[src/rtl/prot_seq_pkg.sv]
package prot_seq_pkg;
  localparam int FC_W = 3;

  typedef enum logic [2:0] {
    ST_CHARGE = 3'd0,
    ST_RUN    = 3'd1,
    ST_OCWARN = 3'd2,
    ST_HOLD   = 3'd3,
    ST_LATCH  = 3'd4,
    ST_OTP    = 3'd5
  } seq_st_e;

  typedef enum logic [FC_W-1:0] {
    FC_NONE = 3'd0,
    FC_OV   = 3'd1,
    FC_UV   = 3'd2,
    FC_OC   = 3'd3,
    FC_OT   = 3'd4
  } fault_e;
endpackage

[src/rtl/prot_consec.sv]
module prot_consec #(
  parameter int N = 4
) (
  input  logic clk,
  input  logic rst_n,
  input  logic en,
  input  logic stb,
  input  logic hit,
  output logic trip
);
  localparam int CW = $clog2(N + 1);
  localparam logic [CW-1:0] LAST = CW'(N - 1);
  localparam logic [CW-1:0] TOP  = CW'(N);

  logic [CW-1:0] cnt_q, cnt_d;

  always_comb begin
    cnt_d = cnt_q;
    if (!en)
      cnt_d = '0;
    else if (stb) begin
      if (!hit)
        cnt_d = '0;
      else if (cnt_q != TOP)
        cnt_d = cnt_q + 1'b1;
    end
  end

  always_ff @(posedge clk or negedge rst_n) begin
    if (!rst_n)
      cnt_q <= '0;
    else
      cnt_q <= cnt_d;
  end

  assign trip = en && stb && hit && (cnt_q == LAST);


  cnt_range_chk: assert property (@(posedge clk) disable iff (!rst_n)
    cnt_q <= TOP);
endmodule

[src/rtl/prot_blank_tmr.sv]
module prot_blank_tmr #(
  parameter int TICKS = 2000000
) (
  input  logic clk,
  input  logic rst_n,
  input  logic start,
  output logic done
);
  localparam int CW = $clog2(TICKS + 1);
  localparam logic [CW-1:0] LOAD = CW'(TICKS);

  logic [CW-1:0] cnt_q, cnt_d;

  always_comb begin
    cnt_d = cnt_q;
    if (start)
      cnt_d = LOAD;
    else if (cnt_q != '0)
      cnt_d = cnt_q - 1'b1;
  end

  always_ff @(posedge clk or negedge rst_n) begin
    if (!rst_n)
      cnt_q <= '0;
    else
      cnt_q <= cnt_d;
  end

  assign done = (cnt_q == '0);


  blank_arm_chk: assert property (@(posedge clk) disable iff (!rst_n)
    start |=> !done);
endmodule

[src/rtl/prot_src_ctl.sv]
module prot_src_ctl (
  input  logic clk,
  input  logic rst_n,
  input  logic charge_st,
  input  logic recycle_st,
  input  logic hv_ok,
  input  logic vdd_on,
  input  logic vdd_rst_lo,
  input  logic vdd_fold_lo,
  output logic src_en,
  output logic src_fold
);
  logic rechg_q, rechg_d;

  always_comb begin
    rechg_d = rechg_q;
    if (vdd_rst_lo)
      rechg_d = 1'b1;
    else if (vdd_on)
      rechg_d = 1'b0;
  end

  always_ff @(posedge clk or negedge rst_n) begin
    if (!rst_n)
      rechg_q <= 1'b0;
    else
      rechg_q <= rechg_d;
  end

  assign src_en   = hv_ok && !vdd_on && (charge_st || (recycle_st && rechg_q));
  assign src_fold = src_en && vdd_fold_lo;


  fold_needs_src_chk: assert property (@(posedge clk) disable iff (!rst_n)
    src_fold |-> src_en);

  src_off_at_on_chk: assert property (@(posedge clk) disable iff (!rst_n)
    vdd_on |-> !src_en);
endmodule

[src/rtl/prot_fault_seq.sv]
module prot_fault_seq
  import prot_seq_pkg::*;
#(
  parameter int OV_CYCLES   = 4,
  parameter int UV_CYCLES   = 4,
  parameter int BLANK_TICKS = 2000000
) (
  input  logic            clk,
  input  logic            rst_n,
  input  logic            cyc_stb,
  input  logic            ovp_hit,
  input  logic            uvp_hit,
  input  logic            ocp_hit,
  input  logic            ot_hot,
  input  logic            vdd_at_on,
  input  logic            vdd_below_rst,
  input  logic            vdd_below_uvlo,
  input  logic            vdd_below_fold,
  input  logic            hv_present,
  input  logic            latch_sel,
  output logic            sw_en,
  output logic            hv_src_en,
  output logic            hv_src_fold,
  output logic [FC_W-1:0] fault_code
);
  logic rs_meta_q, rs_n;

  always_ff @(posedge clk or negedge rst_n) begin
    if (!rst_n) begin
      rs_meta_q <= 1'b0;
      rs_n      <= 1'b0;
    end else begin
      rs_meta_q <= 1'b1;
      rs_n      <= rs_meta_q;
    end
  end

  seq_st_e st_q, st_d;
  fault_e  fc_q, fc_d;
  logic    run_like, blank_start, blank_done;
  logic    ov_trip, uv_trip, oc_stop;

  assign run_like = (st_q == ST_RUN) || (st_q == ST_OCWARN);

  prot_consec #(.N(OV_CYCLES)) u_ov_cnt (
    .clk(clk), .rst_n(rs_n), .en(run_like), .stb(cyc_stb),
    .hit(ovp_hit), .trip(ov_trip)
  );

  prot_consec #(.N(UV_CYCLES)) u_uv_cnt (
    .clk(clk), .rst_n(rs_n), .en(run_like && blank_done), .stb(cyc_stb),
    .hit(uvp_hit), .trip(uv_trip)
  );

  prot_blank_tmr #(.TICKS(BLANK_TICKS)) u_blank (
    .clk(clk), .rst_n(rs_n), .start(blank_start), .done(blank_done)
  );

  prot_src_ctl u_src (
    .clk(clk), .rst_n(rs_n),
    .charge_st(st_q == ST_CHARGE),
    .recycle_st((st_q == ST_LATCH) || (st_q == ST_OTP)),
    .hv_ok(hv_present), .vdd_on(vdd_at_on), .vdd_rst_lo(vdd_below_rst),
    .vdd_fold_lo(vdd_below_fold),
    .src_en(hv_src_en), .src_fold(hv_src_fold)
  );

  assign oc_stop = (st_q == ST_OCWARN) && cyc_stb && ocp_hit;

  always_comb begin
    st_d        = st_q;
    fc_d        = fc_q;
    blank_start = 1'b0;
    unique case (st_q)
      ST_CHARGE: begin
        if (vdd_at_on && !ot_hot) begin
          st_d        = ST_RUN;
          blank_start = 1'b1;
        end
      end
      ST_RUN, ST_OCWARN: begin
        if (ot_hot) begin
          st_d = ST_OTP;
          fc_d = FC_OT;
        end else if (ov_trip) begin
          st_d = latch_sel ? ST_LATCH : ST_HOLD;
          fc_d = FC_OV;
        end else if (oc_stop) begin
          st_d = ST_HOLD;
          fc_d = FC_OC;
        end else if (uv_trip) begin
          st_d = ST_HOLD;
          fc_d = FC_UV;
        end else if (vdd_below_uvlo) begin
          st_d = ST_CHARGE;
        end else if (cyc_stb) begin
          st_d = ocp_hit ? ST_OCWARN : ST_RUN;
        end
      end
      ST_HOLD: begin
        if (vdd_below_rst)
          st_d = ST_CHARGE;
      end
      ST_LATCH: begin
        if (!hv_present && vdd_below_rst)
          st_d = ST_CHARGE;
      end
      ST_OTP: begin
        if (!ot_hot) begin
          if (vdd_below_uvlo)
            st_d = ST_HOLD;
          else begin
            st_d        = ST_RUN;
            blank_start = 1'b1;
          end
        end
      end
      default: st_d = ST_CHARGE;
    endcase
  end

  always_ff @(posedge clk or negedge rs_n) begin
    if (!rs_n) begin
      st_q <= ST_CHARGE;
      fc_q <= FC_NONE;
    end else begin
      st_q <= st_d;
      fc_q <= fc_d;
    end
  end

  assign sw_en      = run_like;
  assign fault_code = fc_q;


  sw_src_excl_chk: assert property (@(posedge clk) disable iff (!rs_n)
    sw_en |-> !hv_src_en);

  latch_hold_chk: assert property (@(posedge clk) disable iff (!rs_n)
    (st_q == ST_LATCH && hv_present) |=> !sw_en);

  ot_stop_chk: assert property (@(posedge clk) disable iff (!rs_n)
    ot_hot |=> !sw_en);

  uv_after_blank_chk: assert property (@(posedge clk) disable iff (!rs_n)
    blank_start |=> !uv_trip);
endmodule

[config.mk]
export PLATFORM = sky130hd
export DESIGN_NAME = prot_fault_seq
export DESIGN_NICKNAME = d
export VERILOG_FILES = /design/src/rtl/prot_seq_pkg.sv /design/src/rtl/prot_consec.sv /design/src/rtl/prot_blank_tmr.sv /design/src/rtl/prot_src_ctl.sv /design/src/rtl/prot_fault_seq.sv
export SDC_FILE = /design/constraint.sdc
export NUM_CORES = 1
export LEC_CHECK = 0
export BUFFER_PORTS_ARGS = -buffer_cell sky130_fd_sc_hd__buf_2
export CORE_AREA = 2 2 65 67
export DETAILED_ROUTE_END_ITERATION = 7
export DIE_AREA = 0 0 67 69
export PLACE_DENSITY = 0.76
export SYNTH_ARGS = -nofsm -noshare
export SYNTH_HDL_FRONTEND = slang
export SYNTH_SLANG_ARGS = --single-unit
export TNS_END_PERCENT = 5
[constraint.sdc]
create_clock -name clk -period 1.5 [get_ports clk]
set_input_delay 0.3 -clock clk [delete_from_list [all_inputs] [get_ports clk]]
set_output_delay 0.3 -clock clk [all_outputs]
set_load 0.01 [all_outputs]
**After elaboration in Yosys (flattened, before gate mapping)**

Index checks and enable logic that the tools add are counted.

- Bits of input ports: 13
- Output and inout bits: 6
- Register bits: 36

- Add/subtract/negate cells: 3
- Reduce and logical (&&, ||, !) cells: 32
- Mux-type cells: 34
- Equal/unequal tests: 18

Operators with widths:

| kind | number |
|---|---|
| 3-bit two-way mux | 23 |
| 21-bit two-way mux | 2 |
| 21-bit zero test | 1 |
| 21-bit nonzero test | 1 |
| 21-bit by 1-bit subtractor with 21-bit output (second input constant) | 1 |
| 1-bit logical AND | 15 |
| 3-bit case mux with 5 select lines | 1 |
| 3-bit by 2-bit == test with 1-bit output (second input constant) | 4 |
| 2-bit != test (second input constant) | 5 |
| 3-bit != test (second input constant) | 3 |
| 7-bit by 6-bit != test with 1-bit output (second input constant) | 1 |
| 3-bit by 1-bit adder with 3-bit output (second input constant) | 2 |
| 3-bit == test (second input constant) | 2 |
| 2-bit AND reduction | 3 |
| 1-bit two-way mux | 5 |
| 5-bit AND reduction | 1 |
| 2-bit two-way mux | 2 |
| 2-bit nonzero test | 2 |
| 4-bit nonzero test | 1 |
| 3-bit by 1-bit == test with 1-bit output (second input constant) | 1 |
| 1-bit zero test | 3 |
| 3-bit zero test | 1 |
| 1-bit logical OR | 3 |
| 3-bit by 2-bit != test with 1-bit output (second input constant) | 1 |
| 3 further kinds | 3 |

**Logic depth before layout (Yosys ltp)**

- Word-level depth: 11
- Gate-level depth with buffers: 8
- Mapped depth without buffers: 7

**Modules after synthesis**

From an unflattened synthesis, not the netlist that was laid out.

- Cells, all modules: 241
- Area total of the unflattened synthesis: 2258.4 µm²

Modules (own cells, without submodules):

| module | area each (µm²) | times used | cells each |
|---|---|---|---|
| prot_blank_tmr | 1201.2 | 1 | 126 |
| prot_fault_seq | 575.6 | 1 | 60 |
| prot_consec | 205.2 | 2 | 24 |
| prot_src_ctl | 71.3 | 1 | 7 |

**Worst setup path before layout**

Ideal clock, no wire load.

- Path type: register to register
- Start point: register u_blank.cnt_q[0]
- End point: register fc_q[2], in the netlist fault_code[2]
- Library setup time: 122 ps
- Required time: 1378 ps
- Cell stages (with the launch flop): 8
- Data arrival time: 2142 ps
- Slack: -764 ps
- Buffers on the path: 0
- Clock period less this slack: 2264 ps
- Cells stage by stage: dfrtp_1 -> inv_1 -> ha_1 -> nor4b_1 -> nand2_1 -> or2_4 -> or3_4 -> a32o_1

- Longest elaborated chain between the ends: 7

RTL lines:

| item | RTL line | RTL |
|---|---|---|
| start: declaration | prot_blank_tmr.sv:12 | `logic [CW-1:0] cnt_q, cnt_d;` |
| start signal: assignment | prot_blank_tmr.sv:26 | `cnt_q <= cnt_d;` |
| 21-bit zero test | prot_blank_tmr.sv:29 | `assign done = (cnt_q == '0);` |
| 1-bit logical AND | prot_fault_seq.sv:51 | `.clk(clk), .rst_n(rs_n), .en(run_like && blank_done), .stb(cyc_stb),` |
| 1-bit logical AND (3 in series) | prot_consec.sv:36 | `assign trip = en && stb && hit && (cnt_q == LAST);` |
| 4-bit nonzero test (no line) | -- |  |
| 2-bit AND reduction (no line) | -- |  |
| end signal: assignment | prot_fault_seq.sv:125 | `fc_q <= FC_NONE;` |
| end signal: assignment | prot_fault_seq.sv:128 | `fc_q <= fc_d;` |
| end: declaration | prot_fault_seq.sv:39 | `fault_e fc_q, fc_d;` |

Every way passes these cells.
A chain may end at the register's enable or synchronous reset.

**Worst setup path in the final report**

- Start point: register u_blank.cnt_q[7]
- End point: register fc_q[2], in the netlist fault_code[2]

The elaborated chain is that of the path after synthesis.

==> parameters.txt <==
Parameter                              Value

Global routing
  GRT Residual Overflow    0
  Antenna violations before repair    0
  Vias in the first global route    2219
  Pin count of the biggest net entering global routing    35
  Wire length of the first global-routing pass    9.991 mm
  Overall fraction of global-route tracks in use    27.95%

STA
  Crit path time final    2028 ps
  Setup TNS    -11480 ps
  Worst setup skew after layout    5.283 ps
  Setup-violating endpoint count in the final report    33
  Hold Worst Slack    254.9 ps
  Slew Viols, Final    0
  Unrepaired setup endpoints after global routing    yes
  Worst path setup slack after routing    -527.9 ps
  Period Utilization, post-route    135.2%
  Top achievable clock speed    493.1 MHz
  Final Hold Fails    0

Route
  Vias    2203
  Via-to-Cell Ratio    5.828
  DRC    0
  Detailed-route wire length    6.073 mm
  Iteration-0 DRC Markers    127
  Pre-Repair DR Iteration Count    4
  Routed Antenna Nets    0
  Final routed wire length divided by cell count    16.07 um

Floorplan
  Floorplan Core Area    3914 sq um
  Rows    23
  Number of top-level pins    19
  Initial Utilization    56.23%
  Die Span X    67 um
  Floorplan die area    4623 sq um
  Vertical extent of the die    69 um

Clock tree
  Clock network latency to the later pin of the worst-skew pair    290 ps
  TritonCTS clock tree    yes
  Maximum count of clock buffers along a single path    2
  Buffer count from post-CTS setup fixing    0
  Clock Sinks    36
  CTS H-tree depth    2
  Cell at the root of the clock tree    sky130_fd_sc_hd__clkbuf_8
  Clock buffers created by TritonCTS    5
  CTS clock-pin slew for the worst setup and hold paths    70 ps

Power and ir drop
  Share of power burned in registers    31.0%
  Internal power    2.678 mW
  Power spent charging and discharging nets    1.684 mW
  P_leak    1.414 nW
  IR drop worst, VDD    1.347 mV
  Share of total power consumed by net switching    38.61%
  Pwr Total    4.362 mW
  Cell area power density    1377 nW/um^2
  Combinational cell fraction of total power    51.8%
  Clock network fraction of total power    17.2%

Logic synthesis
  Seq/Total Area, Yosys    40.93%
  Synthesized instance count    242
  Mean instance size in the synthesized netlist    9.094 sq um
  Synth Net Count    263
  Unique masters post-synth    51
  Synthesized flop and latch total    36
  Most used DFF post-synth    sky130_fd_sc_hd__dfrtp_1
  Warnings, synthesis    0
  Post-synthesis async set-or-reset flop share    100.0%
  Number of enable-type register cells in the synthesized netlist    0
  Synth Cell Area    2201 sq um

Finish
  Most common cell after layout, fill and taps aside    sky130_fd_sc_hd__buf_4
  Filler-free cell count of the finished design    378
  Layout filler cell count    253
  Footprint of the multi-input gates    1369 sq um
  Layout cells sized above 1    41.16%
  Layout overhead on the synthesized area    43.95%
  Total number of nets in the final design    349
  Antenna cell count    0
  Most used cells in the layout excluding fill and tap cells    sky130_fd_sc_hd__buf_4, sky130_fd_sc_hd__dfrtp_1, sky130_fd_sc_hd__nor2_1, sky130_fd_sc_hd__buf_2
  Utilization of the core after routing    80.95%
  Layout Cell Area excl Fill    3168 sq um
  Register area    902.1 sq um

Worst hold path
  Class of the most critical hold timing path    primary input to flip-flop

Outcome
  Result of the run    finished, violations left
  Failing checks    negative setup slack

Critical path
  CP required    1680 ps
  Critical path start-end classification    flip-flop to flip-flop
  Startpoint kind of the worst setup timing path    flip-flop
  Critical-path maximum fanout    2
  Kind of end point of the critical path    flip-flop
  CP Data Arrival Time    2210 ps

Place
  Detailed Place HPWL    4.114 mm
  DP Area    2868 sq um
  Cell Count Post-Placement    370
  Weighted congestion at the end of routability-driven global placement    0.8590
  Setup Slack @ Placement    -516.2 ps
  Count of input and output buffers    18

Job
  Maximum Capacitance Violations    0
==> metal layers <==
metal	part of all wire (%)	global-route usage, %
met4	2.0	8.617
met2	53	47.41
met5	0	0
met3	4.0	5.057
met1	41	35.55
==> flip-flops by register name, summed over array words and instances (netlist names) <==
signal and count:
u_blank.cnt_q 21, fault_code 3, st_q 3, u_ov_cnt.cnt_q 3
u_uv_cnt.cnt_q 3, rs_meta_q 1, rs_n 1, u_src.rechg_q 1
==> Yosys cell counts (all sizes together), types with 2 or more instances <==
cell type | number | area share (%)
xor2 | 12 | 4.8
o31ai | 2 | 0.68
nand3 | 9 | 2.0
ha | 8 | 4.5
and2 | 2 | 0.57
nand3b | 2 | 0.68
nor4 | 9 | 3.5
and3b | 2 | 0.80
a22oi | 6 | 2.0
o21ai | 18 | 4.1
a211oi | 3 | 1.0
nor2b | 3 | 0.85
nand4 | 5 | 1.4
nor4b | 2 | 0.80
clkbuf | 12 | 2.0
nand2 | 15 | 2.6
a31oi | 4 | 1.1
nor2 | 27 | 4.6
dfrtp | 36 | 41
nor3b | 3 | 1.0
a211o | 2 | 0.80
a21oi | 7 | 1.6
xnor2 | 4 | 1.6
or2 | 3 | 0.97
o211ai | 3 | 1.0
or4 | 4 | 1.5
inv | 14 | 2.4
nor3 | 5 | 1.4
or3 | 4 | 1.4
==> power groups by stage <==
stage          sequential [mW]  clock, mW  combinational [mW]
6_report                  1.35      0.751                2.26
4_1_cts                   1.34      0.762                2.11
2_1_floorplan             1.37          0               0.969
3_5_place_dp              1.34          0                1.93
3_3_place_gp              1.32          0                1.86
5_1_grt                   1.37      0.790                2.44
==> final cells by class <==
cell class / instances / share of cell area [%]
Sequential cell: 36 / 28.48
Tap cell: 50 / 1.975
Clock buffer: 7 / 3.041
Multi-Input combinational cell: 180 / 43.21
Inverter: 14 / 1.659
Timing Repair Buffer: 91 / 21.64
==> logic make-up (layout without fill, tap and decap cells) <==
family	Yosys count	after routing	share of synthesized area [%]
adder cells (fa/ha/maj)	8	8	4.548
AND/OR/NAND/NOR	99	99	26.32
buffers and inverters	26	112	4.434
AO/OA/AOI/OAI	55	55	16.77
XOR/XNOR	16	16	6.367
flip-flops	36	36	40.93
multiplexers	1	1	0.4548
other	1	1	0.1704
==> critical path, cell delays in order (launching register included) <==
cell                       delay, ps
sky130_fd_sc_hd__dfrtp_1         380
sky130_fd_sc_hd__or4_4           540
sky130_fd_sc_hd__nand4b_4        190
sky130_fd_sc_hd__or2_4           250
sky130_fd_sc_hd__or3_4           330
sky130_fd_sc_hd__a32o_1          220
==> final timing paths <==
check                                       from               end  slack (ps)  cells after the start
worst max-delay path            u_blank.cnt_q[7]     fault_code[2]        -530                      5
worst min-delay path               vdd_below_rst     u_src.rechg_q         250                      2
worst max register to register  u_blank.cnt_q[7]     fault_code[2]        -530                      5
worst min register to register              rs_n  u_blank.cnt_q[0]         300                      1
max in group asynchronous                   rs_n           st_q[0]         860                      1
min in group asynchronous                   rs_n  u_blank.cnt_q[0]         300                      1
==> what timing repair did <==
action	in CTS	in global routing
setup endpoints to repair	33	33
pin swaps	4	8
hold buffers	1	0
hold endpoints to repair	2	0
resized for setup	27	16
No activity file was read; power rests on OpenSTA's default activity.
